## config.mk

```make
export PLATFORM = sky130hd
export DESIGN_NAME = quad_de_timing_gen
export DESIGN_NICKNAME = d
export VERILOG_FILES = /design/src/rtl/qdt_pkg.sv /design/src/rtl/qdt_cfg.sv /design/src/rtl/qdt_counter.sv /design/src/rtl/qdt_lane_map.sv /design/src/rtl/quad_de_timing_gen.sv
export SDC_FILE = /design/constraint.sdc
export NUM_CORES = 1
export LEC_CHECK = 0
export ABC_AREA = 1
export CELL_PAD_IN_SITES_DETAIL_PLACEMENT = 1
export CELL_PAD_IN_SITES_GLOBAL_PLACEMENT = 1
export CORE_MARGIN = 1
export CORE_UTILIZATION = 39
export DETAILED_ROUTE_END_ITERATION = 16
export GPL_ROUTABILITY_DRIVEN = 0
export GPL_TIMING_DRIVEN = 0
export PLACE_DENSITY = 0.95
export SYNTH_ARGS = -nofsm -noshare
export SYNTH_HDL_FRONTEND = slang
export SYNTH_SLANG_ARGS = --single-unit
export TNS_END_PERCENT = 50
```

## constraint.sdc

```tcl
create_clock -name clk -period 3.3 [get_ports clk]
set_clock_uncertainty 0.2 [all_clocks]
set_input_delay 0.495 -clock clk [delete_from_list [all_inputs] [get_ports clk]]
set_output_delay 0.495 -clock clk [all_outputs]
set_load 0.02 [all_outputs]
```

## src/rtl/qdt_pkg.sv

```systemverilog
package qdt_pkg;
  typedef enum logic {
    PROF_FAST = 1'b0,
    PROF_SLOW = 1'b1
  } profile_e;
endpackage

```

## src/rtl/qdt_cfg.sv

```systemverilog
// Clamps blanking requests to the selected profile's limits and holds them
// for a whole frame; loads only on the frame's last clock.
module qdt_cfg #(
  parameter int HB_W = 8,
  parameter int VB_W = 9,
  parameter int HB_MIN = 40,
  parameter int HB_MAX = 200,
  parameter int HB_DEF = 70,
  parameter int VBA_MIN = 16,
  parameter int VBA_MAX = 86,
  parameter int VBA_DEF = 45,
  parameter int VBB_MIN = 228,
  parameter int VBB_MAX = 300
) (
  input  logic            clk,
  input  logic            rst,
  input  logic            load,
  input  logic            mode_sel,
  input  logic [HB_W-1:0] hb_raw,
  input  logic [VB_W-1:0] vb_raw,
  output logic [HB_W-1:0] hb_q,
  output logic [VB_W-1:0] vb_q,
  output logic            err_q
);
  import qdt_pkg::*;

  profile_e        prof;
  logic [VB_W-1:0] vb_lo, vb_hi;
  logic [HB_W-1:0] hb_c;
  logic [VB_W-1:0] vb_c;
  logic            hb_low, hb_high, vb_low, vb_high;

  always_comb begin
    prof    = profile_e'(mode_sel);
    vb_lo   = (prof == PROF_SLOW) ? VB_W'(VBB_MIN) : VB_W'(VBA_MIN);
    vb_hi   = (prof == PROF_SLOW) ? VB_W'(VBB_MAX) : VB_W'(VBA_MAX);
    hb_low  = hb_raw < HB_W'(HB_MIN);
    hb_high = hb_raw > HB_W'(HB_MAX);
    vb_low  = vb_raw < vb_lo;
    vb_high = vb_raw > vb_hi;
    hb_c    = hb_low ? HB_W'(HB_MIN) : (hb_high ? HB_W'(HB_MAX) : hb_raw);
    vb_c    = vb_low ? vb_lo : (vb_high ? vb_hi : vb_raw);
  end

  always_ff @(posedge clk) begin
    if (rst) begin
      hb_q  <= HB_W'(HB_DEF);
      vb_q  <= VB_W'(VBA_DEF);
      err_q <= 1'b0;
    end else if (load) begin
      hb_q  <= hb_c;
      vb_q  <= vb_c;
      err_q <= err_q | hb_low | hb_high | vb_low | vb_high;
    end
  end
endmodule

```

## src/rtl/qdt_counter.sv

```systemverilog
// Column and line counters; column wraps at h_last, line wraps at v_last.
module qdt_counter #(
  parameter int COL_W = 10,
  parameter int LINE_W = 11
) (
  input  logic              clk,
  input  logic              rst,
  input  logic [COL_W-1:0]  h_last,
  input  logic [LINE_W-1:0] v_last,
  output logic [COL_W-1:0]  col,
  output logic [LINE_W-1:0] line,
  output logic              frame_end
);
  logic col_wrap, line_wrap;

  always_comb begin
    col_wrap  = (col == h_last);
    line_wrap = (line == v_last);
    frame_end = col_wrap & line_wrap;
  end

  always_ff @(posedge clk) begin
    if (rst) begin
      col  <= '0;
      line <= '0;
    end else if (col_wrap) begin
      col  <= '0;
      line <= line_wrap ? '0 : line + LINE_W'(1);
    end else begin
      col <= col + COL_W'(1);
    end
  end
endmodule

```

## src/rtl/qdt_lane_map.sv

```systemverilog
// Pixel index per port: port p carries column*LANES + p.
module qdt_lane_map #(
  parameter int COL_W = 10,
  parameter int PIX_W = 11,
  parameter int LANES = 4
) (
  input  logic [COL_W-1:0]       col,
  output logic [LANES*PIX_W-1:0] pix
);
  for (genvar p = 0; p < LANES; p++) begin : g_lane
    assign pix[p*PIX_W +: PIX_W] = PIX_W'(int'(col) * LANES + p);
  end
endmodule

```

## src/rtl/quad_de_timing_gen.sv

```systemverilog
module quad_de_timing_gen #(
  parameter int H_ACT = 480,
  parameter int V_ACT = 1080,
  parameter int LANES = 4,
  parameter int HB_W = 8,
  parameter int VB_W = 9,
  parameter int HB_MIN = 40,
  parameter int HB_MAX = 200,
  parameter int HB_DEF = 70,
  parameter int VBA_MIN = 16,
  parameter int VBA_MAX = 86,
  parameter int VBA_DEF = 45,
  parameter int VBB_MIN = 228,
  parameter int VBB_MAX = 300,
  localparam int VB_TOP = (VBA_MAX > VBB_MAX) ? VBA_MAX : VBB_MAX,
  localparam int COL_W = $clog2(H_ACT + HB_MAX),
  localparam int LINE_W = $clog2(V_ACT + VB_TOP),
  localparam int PIX_W = $clog2(H_ACT * LANES)
) (
  input  logic                   clk,
  input  logic                   rst,
  input  logic                   mode_sel,
  input  logic [HB_W-1:0]        hblank_req,
  input  logic [VB_W-1:0]        vblank_req,
  output logic                   de_o,
  output logic                   frame_start_o,
  output logic [COL_W-1:0]       col_o,
  output logic [LINE_W-1:0]      line_o,
  output logic [LANES*PIX_W-1:0] pix_idx_o,
  output logic                   cfg_err_o
);
  logic [HB_W-1:0]   hb_q;
  logic [VB_W-1:0]   vb_q;
  logic [COL_W-1:0]  h_last, col;
  logic [LINE_W-1:0] v_last, line;
  logic              frame_end, active;

  qdt_cfg #(
    .HB_W(HB_W), .VB_W(VB_W), .HB_MIN(HB_MIN), .HB_MAX(HB_MAX), .HB_DEF(HB_DEF),
    .VBA_MIN(VBA_MIN), .VBA_MAX(VBA_MAX), .VBA_DEF(VBA_DEF),
    .VBB_MIN(VBB_MIN), .VBB_MAX(VBB_MAX)
  ) cfg_i (
    .clk(clk), .rst(rst), .load(frame_end), .mode_sel(mode_sel),
    .hb_raw(hblank_req), .vb_raw(vblank_req),
    .hb_q(hb_q), .vb_q(vb_q), .err_q(cfg_err_o)
  );

  always_comb begin
    h_last = COL_W'(H_ACT) + COL_W'(hb_q) - COL_W'(1);
    v_last = LINE_W'(V_ACT) + LINE_W'(vb_q) - LINE_W'(1);
    active = (col < COL_W'(H_ACT)) && (line < LINE_W'(V_ACT));
  end

  qdt_counter #(.COL_W(COL_W), .LINE_W(LINE_W)) cnt_i (
    .clk(clk), .rst(rst), .h_last(h_last), .v_last(v_last),
    .col(col), .line(line), .frame_end(frame_end)
  );

  always_ff @(posedge clk) begin
    if (rst) begin
      de_o          <= 1'b0;
      frame_start_o <= 1'b0;
      col_o         <= '0;
      line_o        <= '0;
    end else begin
      de_o          <= active;
      frame_start_o <= active && (col == '0) && (line == '0);
      col_o         <= col;
      line_o        <= line;
    end
  end

  qdt_lane_map #(.COL_W(COL_W), .PIX_W(PIX_W), .LANES(LANES)) map_i (
    .col(col_o), .pix(pix_idx_o)
  );
endmodule

```

==> results.sh, run 1 <==
export IMPL_cap_violations=0
export IMPL_place_detailed_hpwl_um=11100
export IMPL_crit_slowest_cell="clkdlybuf4s50_1"
export IMPL_cts_max_level=3
export IMPL_clk_pin_slew_ns=0.09
export IMPL_antenna_cells=0
export IMPL_critPathMaxFanout=9
export IMPL_critPathRequiredTime_ns=3.36
export IMPL_cp_top_family="simple AND/OR/NAND/NOR gates"
export IMPL_crit_chain="clkdlybuf4s50_1, inv_1, ha_1, inv_1, nor4_1, nand2_1, nand2_1, nand2_1, or2_2, nand3_1, nand3_1"
export IMPL_syn_avg_cell_area_um2=6.52
export IMPL_tns_ns=0
export IMPL_cp_arrival_ns=2.87
export IMPL_finalWirelength_um=14400
export IMPL_cts_setup_buffers=0
export IMPL_grt_first_pass_wirelength_um=23600
export IMPL_synth_seq_cells=62
export IMPL_fin_hold_ws_ns=0.285
export IMPL_insertion_delay_ns=0.37
export IMPL_tightestPinTransition_ns=0.545
export IMPL_drive_gt1_share_pct=14.8
export IMPL_fin_crit_sh_pct=85.1
export IMPL_p_per_area_nw_per_um2=304
export IMPL_netlist_area_um2=4270
export IMPL_seq_area_frac_synth_pct=29.0
export IMPL_viasPerCell=5.14
export IMPL_grtUsageTotal_pct=26.7
export IMPL_post_cts_resized=0
export IMPL_drc_errors=0
export IMPL_rsz0062_at_grt="no"
export IMPL_relSlewSlack_pct=63.3
export IMPL_yosys_warnings=0
export IMPL_layout_commonest_cell="nand2_1"
export IMPL_yosysTopAreaCell="dfxtp_1"
export IMPL_placement_io_buffers=78
export IMPL_synth_top_area_share_pct=29.0
export IMPL_start_util_pct=40.9
export IMPL_start_kind="primary input"
export IMPL_grt_max_degree=13
export IMPL_via_count=4583
export IMPL_synthesis_instances=656
export IMPL_cts_num_sinks=62
export IMPL_setup_viol=0
export IMPL_hold_buffers=0
export IMPL_path_common_cell="nand2_1"
export IMPL_grt_ovfl_total=0
export IMPL_cts_tree="built"
export IMPL_min_path_type="flop to flop"
export IMPL_synthToLayoutAreaGrowth_pct=27.4
export IMPL_synthTopCellsByArea="dfxtp_1 (29%), nand2_1 (15%), nand3_1 (8.1%), buf_4 (7.9%), inv_1 (7.3%)"
export IMPL_max_freq_mhz=356
export IMPL_layout_nets=785
export IMPL_ios=88
export IMPL_ir_drop_v=0.000148
export IMPL_max_stage_delay_ns=0.55
export IMPL_coreArea_um2=10500
export IMPL_clockBufferDepth=2
export IMPL_antenna_found_initial=0
export IMPL_status="complete, no violations"
export IMPL_cts_made_buffers=9
export IMPL_dr_pass1_iters=4
export IMPL_die_h_um=107
export IMPL_drv_slew=0
export IMPL_antenna_left=0
export IMPL_crit_buf_inv=3
export IMPL_critical_path_class="primary input to flop"
export IMPL_period_minus_slack_ns=2.81
export IMPL_p_leak_uw=0.00262
export IMPL_yosysUniqueCellTypes=38
export IMPL_grt_pass1_vias=4896
export IMPL_end_kind="flop"
export IMPL_hold_violations=0
export IMPL_mostFrequentLayoutCells="nand2_1 (168), inv_1 (83), clkdlybuf4s50_1 (78), nor2_1 (75), nand3_1 (69)"
export IMPL_clockRootBuffer="clkbuf_8"
export IMPL_wl_per_cell_um=16.1
export IMPL_die_area_um2=11400
export IMPL_die_w_um=107
export IMPL_drtIter0Drc=153
export IMPL_rows=37
synth_stat cells, drive strengths merged:
cell type,number
nand3b,5
nand3,77
buf,50
ha,14
a211oi,1
nor3,13
a21o,1
dfxtp,62
conb,2
nor3b,2
nand4,14
a31oi,1
o21bai,1
o21ai,5
xnor2,4
xor2,14
inv,90
o31ai,1
clkbuf,5
a21oi,18
or2,4
nor2,87
nor4,5
nand2,180
power breakdown:
part           switching, µW  leakage [µW]  internal [µW]
clock                    347     0.0000996            351
combinational            111       0.00202           85.8
sequential              6.66      0.000501            754
layout make-up:
class                      instances  area [µm²]
inverter                          90         338
clock buffer                       9         124
timing repair buffer              78         781
sequential                        62        1240
tap                              136         170
clock inverter                     7        73.8
buffer                            55         389
fill                            1411        5020
multi-input combinational        455        2330
worst register-to-register path: stages (launching register included):
cell and delay (ns):
dfxtp_1 0.34, inv_1 0.21, ha_1 0.30, inv_1 0.07, nand2_1 0.09, nand2_1 0.06
nand2_1 0.06, nand2_1 0.05, nor2_1 0.18, nand3_1 0.18, inv_2 0.13, nand4_2 0.27
nor2_1 0.29, nand2_1 0.10, nand3_1 0.07
routing by layer:
layer	share of wire, %	vias up	wire length, µm	GRT usage [%]
met5	0	-	0	0
met4	4.3	0	611	14.5
met3	4.3	52	623	4.26
met2	51	178	7400	49.4
met1	40	2152	5740	28.7
li1	-	2201	-	-
cell families (layout without fill, tap and decap cells):
family	after synthesis	after routing	synth area share, %
AOI/OAI and AO/OA	28	28	3.54
xor gates and xnor gates	18	18	3.69
adders and majority gates	14	14	4.10
buffers and inverters	145	239	17.0
DFF	62	62	29.0
other	2	8	0.176
and+or+nand+nor	387	387	42.4
per-stage QoR:
step	cells	utilization (%)	cell area (µm²)	total power (µW)	setup WS, ns
floorplan	662	-	4300	894	1.08
global placement	876	50.2	5250	961	0.322
detailed placement	876	50.2	5250	974	0.0946
CTS	892	52.0	5450	1650	0.467
global route	892	52.0	5450	1710	0.298
finish	892	52.0	5450	1660	0.491
worst paths after layout:
kind                 startpoint       endpoint  slack [ns]  cells after the start
setup / recovery       mode_sel  cfg_i.vb_q[2]        0.49                     11
hold / removal      cfg_i.err_q    cfg_i.err_q        0.29                      2
setup reg to reg  cfg_i.hb_q[0]  cfg_i.hb_q[1]        0.65                     14
hold reg to reg     cfg_i.err_q    cfg_i.err_q        0.29                      2
registers in the layout (all words and copies together), names as in the netlist:
signal         count
line_o            11
cfg_i.vb_q         9
cnt_i.col         10
de_o               1
cfg_i.err_q        1
frame_start_o      1
cfg_i.hb_q         8
cnt_i.line        11
col_o             10
(Power assumes the default switching activity.)
==> inputs of run 2 (changes only) <==
Settings changed: CORE_MARGIN 1 to unset.
==> results of run 2 <==
The final DEF is identical to that of run 1; final timing and power are the same.
==> inputs of run 3 (changes only) <==
Settings changed: PLACE_DENSITY 0.95 to unset, PLACE_DENSITY_LB_ADDON set to 0.1.
==> results.sh, run 3 (synthesis gave the netlist of run 1 again) <==
export IMPL_status="complete, no violations"
export IMPL_cts_num_sinks=62
export IMPL_start_kind="primary input"
export IMPL_layout_nets=785
export IMPL_die_area_um2=11400
export IMPL_rsz0062_at_grt="no"
export IMPL_die_w_um=107
export IMPL_crit_buf_inv=3
export IMPL_ios=88
export IMPL_dr_pass1_iters=4
export IMPL_period_minus_slack_ns=2.72
export IMPL_wl_per_cell_um=14.3
export IMPL_drv_slew=0
export IMPL_cts_setup_buffers=0
export IMPL_crit_slowest_cell="clkdlybuf4s50_1"
export IMPL_max_freq_mhz=367
export IMPL_stdcell_count=891
export IMPL_ir_drop_v=0.000237
export IMPL_post_cts_resized=0
export IMPL_grtUsageTotal_pct=23.6
export IMPL_drtIter0Drc=195
export IMPL_pwr_share_clk_pct=46.2
export IMPL_multiInputGateArea_um2=2330
export IMPL_drc_errors=0
export IMPL_post_place_ws_ns=0.211
export IMPL_antenna_found_initial=0
export IMPL_critical_path_class="primary input to flop"
export IMPL_pwr_share_comb_pct=10.9
export IMPL_clockBufferDepth=2
export IMPL_crit_chain="clkdlybuf4s50_1, inv_1, ha_1, inv_1, nor4_1, nand2_1, nand2_1, nand2_1, or2_2, nand4_1, nand2_1"
export IMPL_p_leak_uw=0.00264
export IMPL_viasPerCell=4.96
export IMPL_finalWirelength_um=12800
export IMPL_cts_made_buffers=9
export IMPL_min_path_type="flop to flop"
export IMPL_dp_cells=876
export IMPL_grt_pass1_vias=4506
export IMPL_clk_pin_slew_ns=0.07
export IMPL_grt_max_degree=11
export IMPL_setup_slack_ns=0.576
export IMPL_layout_commonest_cell="nand2_1"
export IMPL_clockRootBuffer="clkbuf_8"
export IMPL_nFillCells=1431
export IMPL_p_int_uw=1360
export IMPL_cap_violations=0
export IMPL_tns_ns=0
export IMPL_critPathRequiredTime_ns=3.34
export IMPL_cts_max_level=3
export IMPL_seqPwrFrac_pct=43.0
export IMPL_place_detailed_hpwl_um=10500
export IMPL_critPathMaxFanout=9
export IMPL_coreArea_um2=10500
export IMPL_reg_top3="cnt_i.line (11), line_o (11)"
export IMPL_tightestPinTransition_ns=0.587
export IMPL_insertion_delay_ns=0.35
export IMPL_max_stage_delay_ns=0.54
export IMPL_start_util_pct=40.9
export IMPL_relSlewSlack_pct=60.9
export IMPL_cts_tree="built"
export IMPL_cp_top_family="simple AND/OR/NAND/NOR gates"
export IMPL_fin_crit_sh_pct=82.5
export IMPL_rows=37
export IMPL_p_per_area_nw_per_um2=323
export IMPL_ff_latch_area_um2=1240
export IMPL_grt_first_pass_wirelength_um=21400
export IMPL_p_sw_share_pct=23.3
export IMPL_cp_arrival_ns=2.76
export IMPL_path_common_cell="nand2_1"
export IMPL_hold_violations=0
export IMPL_placement_io_buffers=78
export IMPL_drive_gt1_share_pct=14.6
export IMPL_synthToLayoutAreaGrowth_pct=28.3
export IMPL_hold_buffers=0
export IMPL_mostFrequentLayoutCells="nand2_1 (168), inv_1 (83), clkdlybuf4s50_1 (78), nor2_1 (75), nand3_1 (69)"
export IMPL_antenna_left=0
export IMPL_grt_ovfl_total=0
export IMPL_switchingPower_uw=413
export IMPL_setup_viol=0
export IMPL_via_count=4415
export IMPL_die_h_um=107
export IMPL_antenna_cells=0
export IMPL_end_kind="flop"
[run 3: cell types whose count changed in the layout (fill, tap and decap cells not counted), sizes merged]
| cell | previous run | this run |
|---|---|---|
| bufinv | 1 | 3 |
| clkbuf | 14 | 16 |
| clkinv | 4 | 1 |
| clkinvlp | 1 | 0 |
| inv | 91 | 90 |
[run 3: metal layers]
metal,global-route usage [%],vias up,wire [µm]
met3,3.10,13,477
met1,28.8,2101,5820
li1,-,2203,-
met5,0,-,0
met4,7.93,0,166
met2,42.6,98,6290
[run 3: layout make-up]
class / instances / share of cell area [%]
Sequential cell: 62 / 22.6
Buffer: 55 / 7.10
Multi-Input combinational cell: 455 / 42.5
Timing Repair Buffer: 78 / 14.2
Clock inverter: 4 / 1.73
Inverter: 90 / 6.16
Tap cell: 136 / 3.10
Clock buffer: 11 / 2.58
[run 3: tightest hold or removal path, delay by kind of cell, from the launching register on]
family	cells	cell delay (ns)
AO/OA/AOI/OAI	1	0.05
flip-flops	1	0.31
AND/OR/NAND/NOR	1	0.06
[run 3: worst paths after layout]
kind | startpoint | end | slack, ns | depth (start not counted)
hold reg to reg | cfg_i.err_q | cfg_i.err_q | 0.27 | 2
setup / recovery | mode_sel | cfg_i.vb_q[4] | 0.58 | 11
hold / removal | cfg_i.err_q | cfg_i.err_q | 0.27 | 2
setup reg to reg | cfg_i.hb_q[0] | cfg_i.hb_q[2] | 0.73 | 14
[run 3: through the flow]
step	hold slack, ns	power, µW	instance area [µm²]	util (%)
global placement	0.257	963	5250	50.2
floorplan	0.239	894	4300	-
CTS	0.270	1780	5480	52.4
finish	0.266	1770	5480	52.4
detailed placement	0.259	972	5250	50.2
global route	0.285	1830	5480	52.4
[run 3: power by group through the flow]
stage                     clock (µW)  combinational [µW]  sequential [µW]
after floorplan                    0                 113              782
after global placement             0                 185              778
after detailed placement           0                 194              778
after CTS                        827                 194              761
after global routing             859                 213              762
final                            817                 192              761
